[src/rtl/mdl_pkg.sv]
package mdl_pkg;

  // Strobes issued by the control unit to the datapath each cycle.
  typedef struct packed {
    logic cntEn;   // accept a retirement: advance instruction count
    logic lineWr;  // accepted retirement is a memory access: stamp line
    logic push;    // enqueue a dependency record
    logic pop;     // consumer takes the head record
    logic vecWr;   // raise the per-source vector entry
  } mdlStrobes_t;

endpackage

[src/rtl/mdl_ctrl.sv]
module mdl_ctrl
  import mdl_pkg::*;
#(
  parameter int DEPTH = 4
) (
  input  logic        clk,
  input  logic        rst_n,
  input  logic        retireValid,
  input  logic        retireMem,
  input  logic        inRspValid,
  input  logic        newer,
  input  logic        logReady,
  output mdlStrobes_t stb,
  output logic        logValid,
  output logic        stall
);

  localparam int OCC_W = $clog2(DEPTH + 1);

  logic [OCC_W-1:0] occ;
  logic             full;
  logic             nearFull;

  assign full     = (occ == OCC_W'(DEPTH));
  assign nearFull = (occ >= OCC_W'(DEPTH - 1));
  assign logValid = (occ != '0);
  assign stall    = nearFull && !logReady;

  always_comb begin
    stb        = '0;
    stb.pop    = logValid && logReady;
    stb.cntEn  = retireValid && !stall;
    stb.lineWr = stb.cntEn && retireMem;
    stb.push   = inRspValid && newer && (!full || stb.pop);
    stb.vecWr  = stb.push;
  end

  always_ff @(posedge clk) begin
    if (!rst_n) begin
      occ <= '0;
    end else if (stb.push && !stb.pop) begin
      occ <= occ + 1'b1;
    end else if (stb.pop && !stb.push) begin
      occ <= occ - 1'b1;
    end
  end

endmodule

[src/rtl/mdl_dpath.sv]
module mdl_dpath
  import mdl_pkg::*;
#(
  parameter int NUM_CORES = 4,
  parameter int NUM_LINES = 8,
  parameter int COUNT_W   = 16,
  parameter int DEPTH     = 4,
  localparam int CORE_W   = $clog2(NUM_CORES),
  localparam int LINE_W   = $clog2(NUM_LINES)
) (
  input  logic               clk,
  input  logic               rst_n,
  input  mdlStrobes_t        stb,
  input  logic [LINE_W-1:0]  retireLine,
  input  logic               probeValid,
  input  logic [LINE_W-1:0]  probeLine,
  input  logic [CORE_W-1:0]  inRspCore,
  input  logic [COUNT_W-1:0] inRspCount,
  output logic               newer,
  output logic               rspValid,
  output logic [COUNT_W-1:0] rspCount,
  output logic [COUNT_W-1:0] curCount,
  output logic [CORE_W-1:0]  headCore,
  output logic [COUNT_W-1:0] headSrc,
  output logic [COUNT_W-1:0] headDst
);

  localparam int PTR_W = (DEPTH > 1) ? $clog2(DEPTH) : 1;
  localparam int REC_W = CORE_W + 2 * COUNT_W;

  logic [COUNT_W-1:0] instrCnt;
  logic [COUNT_W-1:0] nextCnt;
  logic [COUNT_W-1:0] lineCnt [NUM_LINES];
  logic [COUNT_W-1:0] seenVec [NUM_CORES];
  logic [REC_W-1:0]   recMem  [DEPTH];
  logic [PTR_W-1:0]   wrPtr, rdPtr;
  logic               probeBypass;

  assign nextCnt  = instrCnt + 1'b1;
  assign curCount = instrCnt;

  // Retired-instruction counter
  always_ff @(posedge clk) begin
    if (!rst_n)         instrCnt <= '0;
    else if (stb.cntEn) instrCnt <= nextCnt;
  end

  // Per-line last-access count table
  for (genvar g = 0; g < NUM_LINES; g++) begin : gLine
    always_ff @(posedge clk) begin
      if (!rst_n)
        lineCnt[g] <= '0;
      else if (stb.lineWr && retireLine == LINE_W'(g))
        lineCnt[g] <= nextCnt;
    end
  end

  // Probe answer: local access of the same cycle wins over the stored value
  assign probeBypass = stb.lineWr && (retireLine == probeLine);

  always_ff @(posedge clk) begin
    if (!rst_n) begin
      rspValid <= 1'b0;
      rspCount <= '0;
    end else begin
      rspValid <= probeValid;
      if (probeValid)
        rspCount <= probeBypass ? nextCnt : lineCnt[probeLine];
    end
  end

  // Per-source vector for transitive reduction
  assign newer = inRspCount > seenVec[inRspCore];

  for (genvar c = 0; c < NUM_CORES; c++) begin : gVec
    always_ff @(posedge clk) begin
      if (!rst_n)
        seenVec[c] <= '0;
      else if (stb.vecWr && inRspCore == CORE_W'(c))
        seenVec[c] <= inRspCount;
    end
  end

  // Record queue storage and pointers
  function automatic logic [PTR_W-1:0] bump(input logic [PTR_W-1:0] p);
    return (p == PTR_W'(DEPTH - 1)) ? '0 : p + 1'b1;
  endfunction

  always_ff @(posedge clk) begin
    if (!rst_n) begin
      wrPtr <= '0;
      rdPtr <= '0;
    end else begin
      if (stb.push) wrPtr <= bump(wrPtr);
      if (stb.pop)  rdPtr <= bump(rdPtr);
    end
  end

  for (genvar e = 0; e < DEPTH; e++) begin : gRec
    always_ff @(posedge clk) begin
      if (!rst_n)
        recMem[e] <= '0;
      else if (stb.push && wrPtr == PTR_W'(e))
        recMem[e] <= {inRspCore, inRspCount, instrCnt};
    end
  end

  assign {headCore, headSrc, headDst} = recMem[rdPtr];

endmodule

[src/rtl/mdl_logger.sv]
module mdl_logger
  import mdl_pkg::*;
#(
  parameter int NUM_CORES = 4,
  parameter int NUM_LINES = 8,
  parameter int COUNT_W   = 16,
  parameter int DEPTH     = 4,
  parameter int MY_ID     = 0,
  localparam int CORE_W   = $clog2(NUM_CORES),
  localparam int LINE_W   = $clog2(NUM_LINES)
) (
  input  logic               clk,
  input  logic               rst_n,
  input  logic               retireValid,
  input  logic               retireMem,
  input  logic [LINE_W-1:0]  retireLine,
  input  logic               probeValid,
  input  logic [LINE_W-1:0]  probeLine,
  output logic               rspValid,
  output logic [COUNT_W-1:0] rspCount,
  output logic [CORE_W-1:0]  rspCore,
  input  logic               inRspValid,
  input  logic [CORE_W-1:0]  inRspCore,
  input  logic [COUNT_W-1:0] inRspCount,
  output logic               logValid,
  input  logic               logReady,
  output logic [CORE_W-1:0]  logSrcCore,
  output logic [COUNT_W-1:0] logSrcCount,
  output logic [COUNT_W-1:0] logDstCount,
  output logic               stall
);

  mdlStrobes_t        stb;
  logic               newer;
  logic [COUNT_W-1:0] curCount;

  assign rspCore = CORE_W'(MY_ID);

  mdl_ctrl #(.DEPTH(DEPTH)) ctrl_i (
    .clk(clk), .rst_n(rst_n),
    .retireValid(retireValid), .retireMem(retireMem),
    .inRspValid(inRspValid), .newer(newer), .logReady(logReady),
    .stb(stb), .logValid(logValid), .stall(stall)
  );

  mdl_dpath #(
    .NUM_CORES(NUM_CORES), .NUM_LINES(NUM_LINES),
    .COUNT_W(COUNT_W), .DEPTH(DEPTH)
  ) dpath_i (
    .clk(clk), .rst_n(rst_n), .stb(stb),
    .retireLine(retireLine), .probeValid(probeValid), .probeLine(probeLine),
    .inRspCore(inRspCore), .inRspCount(inRspCount), .newer(newer),
    .rspValid(rspValid), .rspCount(rspCount), .curCount(curCount),
    .headCore(logSrcCore), .headSrc(logSrcCount), .headDst(logDstCount)
  );

endmodule

[config.mk]
export PLATFORM = sky130hd
export DESIGN_NAME = mdl_logger
export DESIGN_NICKNAME = d
export VERILOG_FILES = /design/src/rtl/mdl_pkg.sv /design/src/rtl/mdl_ctrl.sv /design/src/rtl/mdl_dpath.sv /design/src/rtl/mdl_logger.sv
export SDC_FILE = /design/constraint.sdc
export NUM_CORES = 1
export LEC_CHECK = 0
export BUFFER_PORTS_ARGS = -buffer_cell sky130_fd_sc_hd__buf_2
export CORE_ASPECT_RATIO = 0.75
export CORE_MARGIN = 5
export CORE_UTILIZATION = 53
export DETAILED_ROUTE_END_ITERATION = 8
export PLACE_DENSITY_LB_ADDON = 0.3
export SETUP_SLACK_MARGIN = 0.2
export SYNTH_ARGS = -nofsm -noshare
export SYNTH_HDL_FRONTEND = slang
export SYNTH_SLANG_ARGS = --single-unit
[constraint.sdc]
create_clock -name clk -period 15.05 [get_ports clk]
set_clock_uncertainty 0.1 [all_clocks]
set_input_delay 0.7525 -clock clk [delete_from_list [all_inputs] [get_ports clk]]
set_output_delay 0.7525 -clock clk [all_outputs]
set_load 0.1 [all_outputs]
# After elaboration in Yosys (flattened, before gate mapping)
# Memories as Yosys holds them, arrays and structs flattened. A register that Yosys moved wholly into a read port is not among the register bits.
# Index checks and enable logic that the tools add are counted.
[totals] regBits=40 ram_bits=328 inputBits=31 wordCells=156 mem_count=3
[mem_list] memory="dpath_i.recMem" words=4 word_bits=34 read_ports=1 rd_ports_with_merged_regs=1 write_ports=4 line="mdl_dpath.sv:35" source="logic [REC_W-1:0] recMem [DEPTH];"
[mem_list] memory="dpath_i.lineCnt" words=8 word_bits=16 read_ports=1 rd_ports_with_merged_regs=0 write_ports=8 line="mdl_dpath.sv:33" source="logic [COUNT_W-1:0] lineCnt [NUM_LINES];"
[mem_list] memory="dpath_i.seenVec" words=4 word_bits=16 read_ports=1 rd_ports_with_merged_regs=0 write_ports=4 line="mdl_dpath.sv:34" source="logic [COUNT_W-1:0] seenVec [NUM_CORES];"
[op_classes] n_addsub=5 n_lt_le_gt_ge=2 eq_ne=16 mux=72 bitwise=16 n_reduce_logical=36
[ops] op="$mux 16" n=13
[ops] op="$mux 34" n=4
[ops] op="$mux 1" n=49
[ops] op="$logic_and 1x1->1" n=25
[ops] op="$add 16x1->16 const B" n=1
[ops] op="$gt 16x16->1" n=1
[ops] op="$or 1x1->1" n=16
[ops] op="$eq 3x3->1 const B" n=5
[ops] op="$eq 2x2->1 const B" n=5
[ops] op="$mux 2" n=4
[ops] op="$eq 3x2->1 const B" n=2
[ops] op="$mux 3" n=2
[ops] op="$logic_not 1->1" n=5
[ops] op="$add 2x1->2 const B" n=2
[ops] op="$eq 2x1->1 const B" n=2
[ops] op="$logic_not 2->1" n=2
[ops] op="$add 3x1->3 const B" n=1
[ops] op="$eq 3x1->1 const B" n=1
[ops] op="$eq 3x3->1" n=1
[ops] op="$ge 3x2->1 const B" n=1
[ops] op="$logic_not 3->1" n=1
[ops] op="$reduce_bool 3->1" n=1
[ops] op="$sub 3x1->3 const B" n=1
[ops] op="$reduce_bool 2->1" n=1
[ops] op="$logic_or 1x1->1" n=1

# Logic depth before layout (Yosys ltp)
[logic_depth] ltp_word=10 ltp_mapped=17 mapped_depth_nobuf=14

# Cells and area by module
# From an unflattened synthesis, not the netlist that was laid out.
[unflattened] hier_cells=1172 area_unflattened_um2=16628.4
[by_module_without_submodules] mod="mdl_dpath" n_inst=1 cells_each=1143 area_each_um2=16394.5
[by_module_without_submodules] mod="mdl_ctrl" n_inst=1 cells_each=26 area_each_um2=215.2
[by_module_without_submodules] mod="mdl_logger" n_inst=1 cells_each=3 area_each_um2=18.8

# Worst setup path after synthesis
# No wires, ideal clock.
[synth_timing] path_kind="input port to flip-flop" startpoint="input inRspCore[1]" endpoint="memory dpath_i.recMem[0][0] (netlist bit) (enable)" arrival_time_ns=5.332 slack_ns=9.146 stages=12 path_buffers=4 cell_sequence="clkbuf_1 -> clkbuf_1 -> mux4_2 -> inv_1 -> ha_1 -> nand4_1 -> nor3_1 -> a22o_1 -> o21ai_1 -> buf_2 -> buf_2 -> o21ai_0"
[synth_lines] item="from (decl)" line="mdl_logger.sv:23" source="input logic [CORE_W-1:0] inRspCore,"
[synth_lines] item="to (decl)" line="mdl_dpath.sv:35"

==> metrics.cfg <==
[critical_path]
crit_top_cell=buf_4
ff2ff_path_depth=11
critPathMaxFanout=79
worstSetupPathType=input pin to flop
cp_cell_sequence=buf_2 -> buf_4 -> mux4_2 -> inv_1 -> ha_1 -> and3_1 -> a221o_1 -> a22o_1 -> o21ai_4 -> buf_4 -> buf_4 -> o21ai_4 -> buf_4
cp.required_ns=15.20
cp-start-kind=input pin
rrSetupSlack_ns=10.70
critical_path_depth=13
crit_buf_inv=6
max_stage_delay_ns=0.77
cp_slowest_cell=buf_4
endpoint_kind=flop
arrival_ns=5.01
critPathTopFamily=buffers and inverters

[floorplan]
die_area_um2=36000
die_x_um=217
die_h_um=165
coreArea_um2=32100
ios=86
initial_core_util_pct=53.2
rows=57

[sta]
fin_crit_sh_pct=32.2
final-hold-violation-count=0
slew_violations=0
worst_pin_slew_ns=1.14
max_clock_freq_ghz=0.206
fin_tns_setup_ns=0
finalCriticalPeriod_ns=4.85
slew_headroom_pct=23.4
rsz0062_at_grt=false
setup_violations=0

[grt]
grt_max_degree=96
grt_pass1_vias=10555
grt.overflow.total=0
grtUsageTotal_pct=22.5
antenna_found_initial=2
grt_pass1_wl_um=62300

[logic_synthesis]
synth_cells=1285
ys_top_cells_by_area=edfxtp_1, mux4_2, dfxtp_1, nor2_1, and3_1
synth.avg_cell_area_um2=13.3
synthFlopType=edfxtp_1
ys_ff_latch=370
synth_top_area_share_pct=57.7
synth_seq_area_share_pct=62.6
syn-cell-area_um2=17100
synth-edff-count=328
async_flop_share_pct=0
synth_common_cells=edfxtp_1, nor2_1, mux4_2
synth_top_cell_by_area=edfxtp_1
yosys.cell_types.count=56
yosysWarningCount=0
yosysMostFrequentCell=edfxtp_1

[routing]
vias=10654
drc=0
routed_wl_um=40300
antenna_left=0
vias_per_cell=6.06
firstDrtPassIters=5
drt_iter0_drc=1211
wl_per_cell_um=22.9

[clock_tree]
numCtsBuffers=38
post_cts_resized=0
post-cts-setup-buffers=0
cts.sinks=370
clk_path_buf_depth=3
clk_pin_slew_worst_paths_ns=0.07
cts_max_level=2
clock_latency_ns=0.53
tritoncts=yes
cts-hold-fix-buffers=0
root_buffer=clkbuf_16

[power]
p_leak_nw=6.80
switching_share_pct=32.1
p_clk_share_pct=34.8
peakVddDrop_mv=0.0858
p_comb_share_pct=22.0
p_int_mw=1.89
switching_power_mw=0.896
seq_power_share_pct=43.3
p_per_area_nw_per_um2=147

[flow_run]
drv_cap=0

[finish]
fin_util_pct=59.1
antenna_cells=0
fill_cells=2512
stdcell_area_um2=19000
num-nets-final=1371
drive_above_1_share_pct=20.0
area_growth_pct=11.0

[worst_hold_path]
whs_path_depth=2
min_path_type=flop to flop

[placement]
portBuffers=83
dp_hpwl_um=25200
place_congestion=0.805
place_area_um2=17700

[status]
status=finished, final reports clean

[cells in the final DEF, fill, tap and decap left out, types with 3 or more instances in the layout]
master / n
and2_1: 5
nor2_1: 219
o21ai_0: 15
o21ai_1: 17
buf_4: 24
nor2b_1: 3
and3_1: 64
nand3_1: 72
edfxtp_1: 328
buf_2: 82
inv_1: 35
o21ai_4: 5
bufinv_16: 4
mux4_2: 82
clkbuf_8: 4
mux2_2: 8
nand3b_1: 17
nand2_1: 41
dfxtp_1: 41
clkbuf_1: 5
clkinv_2: 9
xor2_1: 20
mux2i_1: 13
ha_1: 23
xnor2_1: 11
mux2_1: 7
clkinv_1: 6
nor3_1: 51
nor3b_1: 5
a21oi_1: 7
nor4_1: 37
nand4_1: 10
clkbuf_16: 40
a21o_1: 3
[cell type report]
type                            instances  area, um^2  area share (%)
Tap cell                              413         517            2.72
Multi-Input combinational cell        763        5750            30.3
Clock buffer                           49        1070            5.67
Sequential cell                       370       10700            56.4
Inverter                               37         139           0.732
Timing Repair Buffer                  106         591            3.11
Clock inverter                         20         204            1.08
[flip-flops by register name, summed over array words and instances (netlist names), named ones only]
signal	cells
ctrl_i.occ	3
dpath_i.seenVec	64
dpath_i.recMem	136
dpath_i.wrPtr	2
dpath_i.rspValid	1
dpath_i.rdPtr	2
dpath_i.lineCnt	128
dpath_i.rspCount	16
dpath_i.curCount	16
[worst min-delay path: stages, from the launching register on]
cell and delay (ns):
dfxtp_1 0.31, nand3b_1 0.07, o21ai_1 0.06
[metal layers]
metal / track usage [%] / routed length, um / vias to the layer above
met2: 34.0 / 18400 / 424
met1: 33.6 / 17800 / 5334
met5: 0 / 13 / -
met3: 5.38 / 3520 / 46
li1: - / - / 4848
met4: 5.23 / 607 / 2
[worst paths after layout]
kind | endpoint | startpoint
max | dpath_i.recMem[2][14]$_SDFFCE_PN0P_ | inRspCore[0]
min | dpath_i.rspCount[8]$_SDFFE_PN0P_ | dpath_i.rspCount[8]$_SDFFE_PN0P_
max reg2reg | dpath_i.recMem[2][14]$_SDFFCE_PN0P_ | dpath_i.seenVec[0][1]$_SDFFCE_PN0P_
min reg2reg | dpath_i.rspCount[8]$_SDFFE_PN0P_ | dpath_i.rspCount[8]$_SDFFE_PN0P_
[power by group through the flow]
stage | Combinational [mW] | Clock, mW | Sequential (mW)
floorplan | 0.475 | 0 | 1.24
global placement | 0.609 | 0 | 1.23
detailed placement | 0.614 | 0 | 1.23
CTS | 0.615 | 0.982 | 1.21
global route | 0.644 | 1.03 | 1.21
finish | 0.613 | 0.971 | 1.21
[kinds of logic (layout without fill, tap and decap cells)]
logic type / count (synthesis) / in the layout / share of synthesized area, %
AO/OA/AOI/OAI: 63 / 63 / 2.19
XOR/XNOR: 31 / 31 / 1.59
adder cells (fa/ha/maj): 24 / 24 / 1.80
buffers and inverters: 153 / 212 / 4.15
flip-flops: 370 / 370 / 62.6
multiplexers: 110 / 110 / 12.6
other: 1 / 2 / 0.0220
AND/OR/NAND/NOR: 533 / 533 / 15.1
[per-stage QoR]
stage | setup slack, ns | power (mW) | hold slack [ns] | instances
2_1_floorplan | 9.15 | 1.72 | 0.354 | 1286
6_report | 10.20 | 2.79 | 0.374 | 1758
3_5_place_dp | 9.61 | 1.84 | 0.362 | 1689
4_1_cts | 10.18 | 2.80 | 0.373 | 1758
5_1_grt | 9.89 | 2.88 | 0.396 | 1758
3_3_place_gp | 9.65 | 1.83 | 0.360 | 1689
Power figures use the tool's default switching activity.
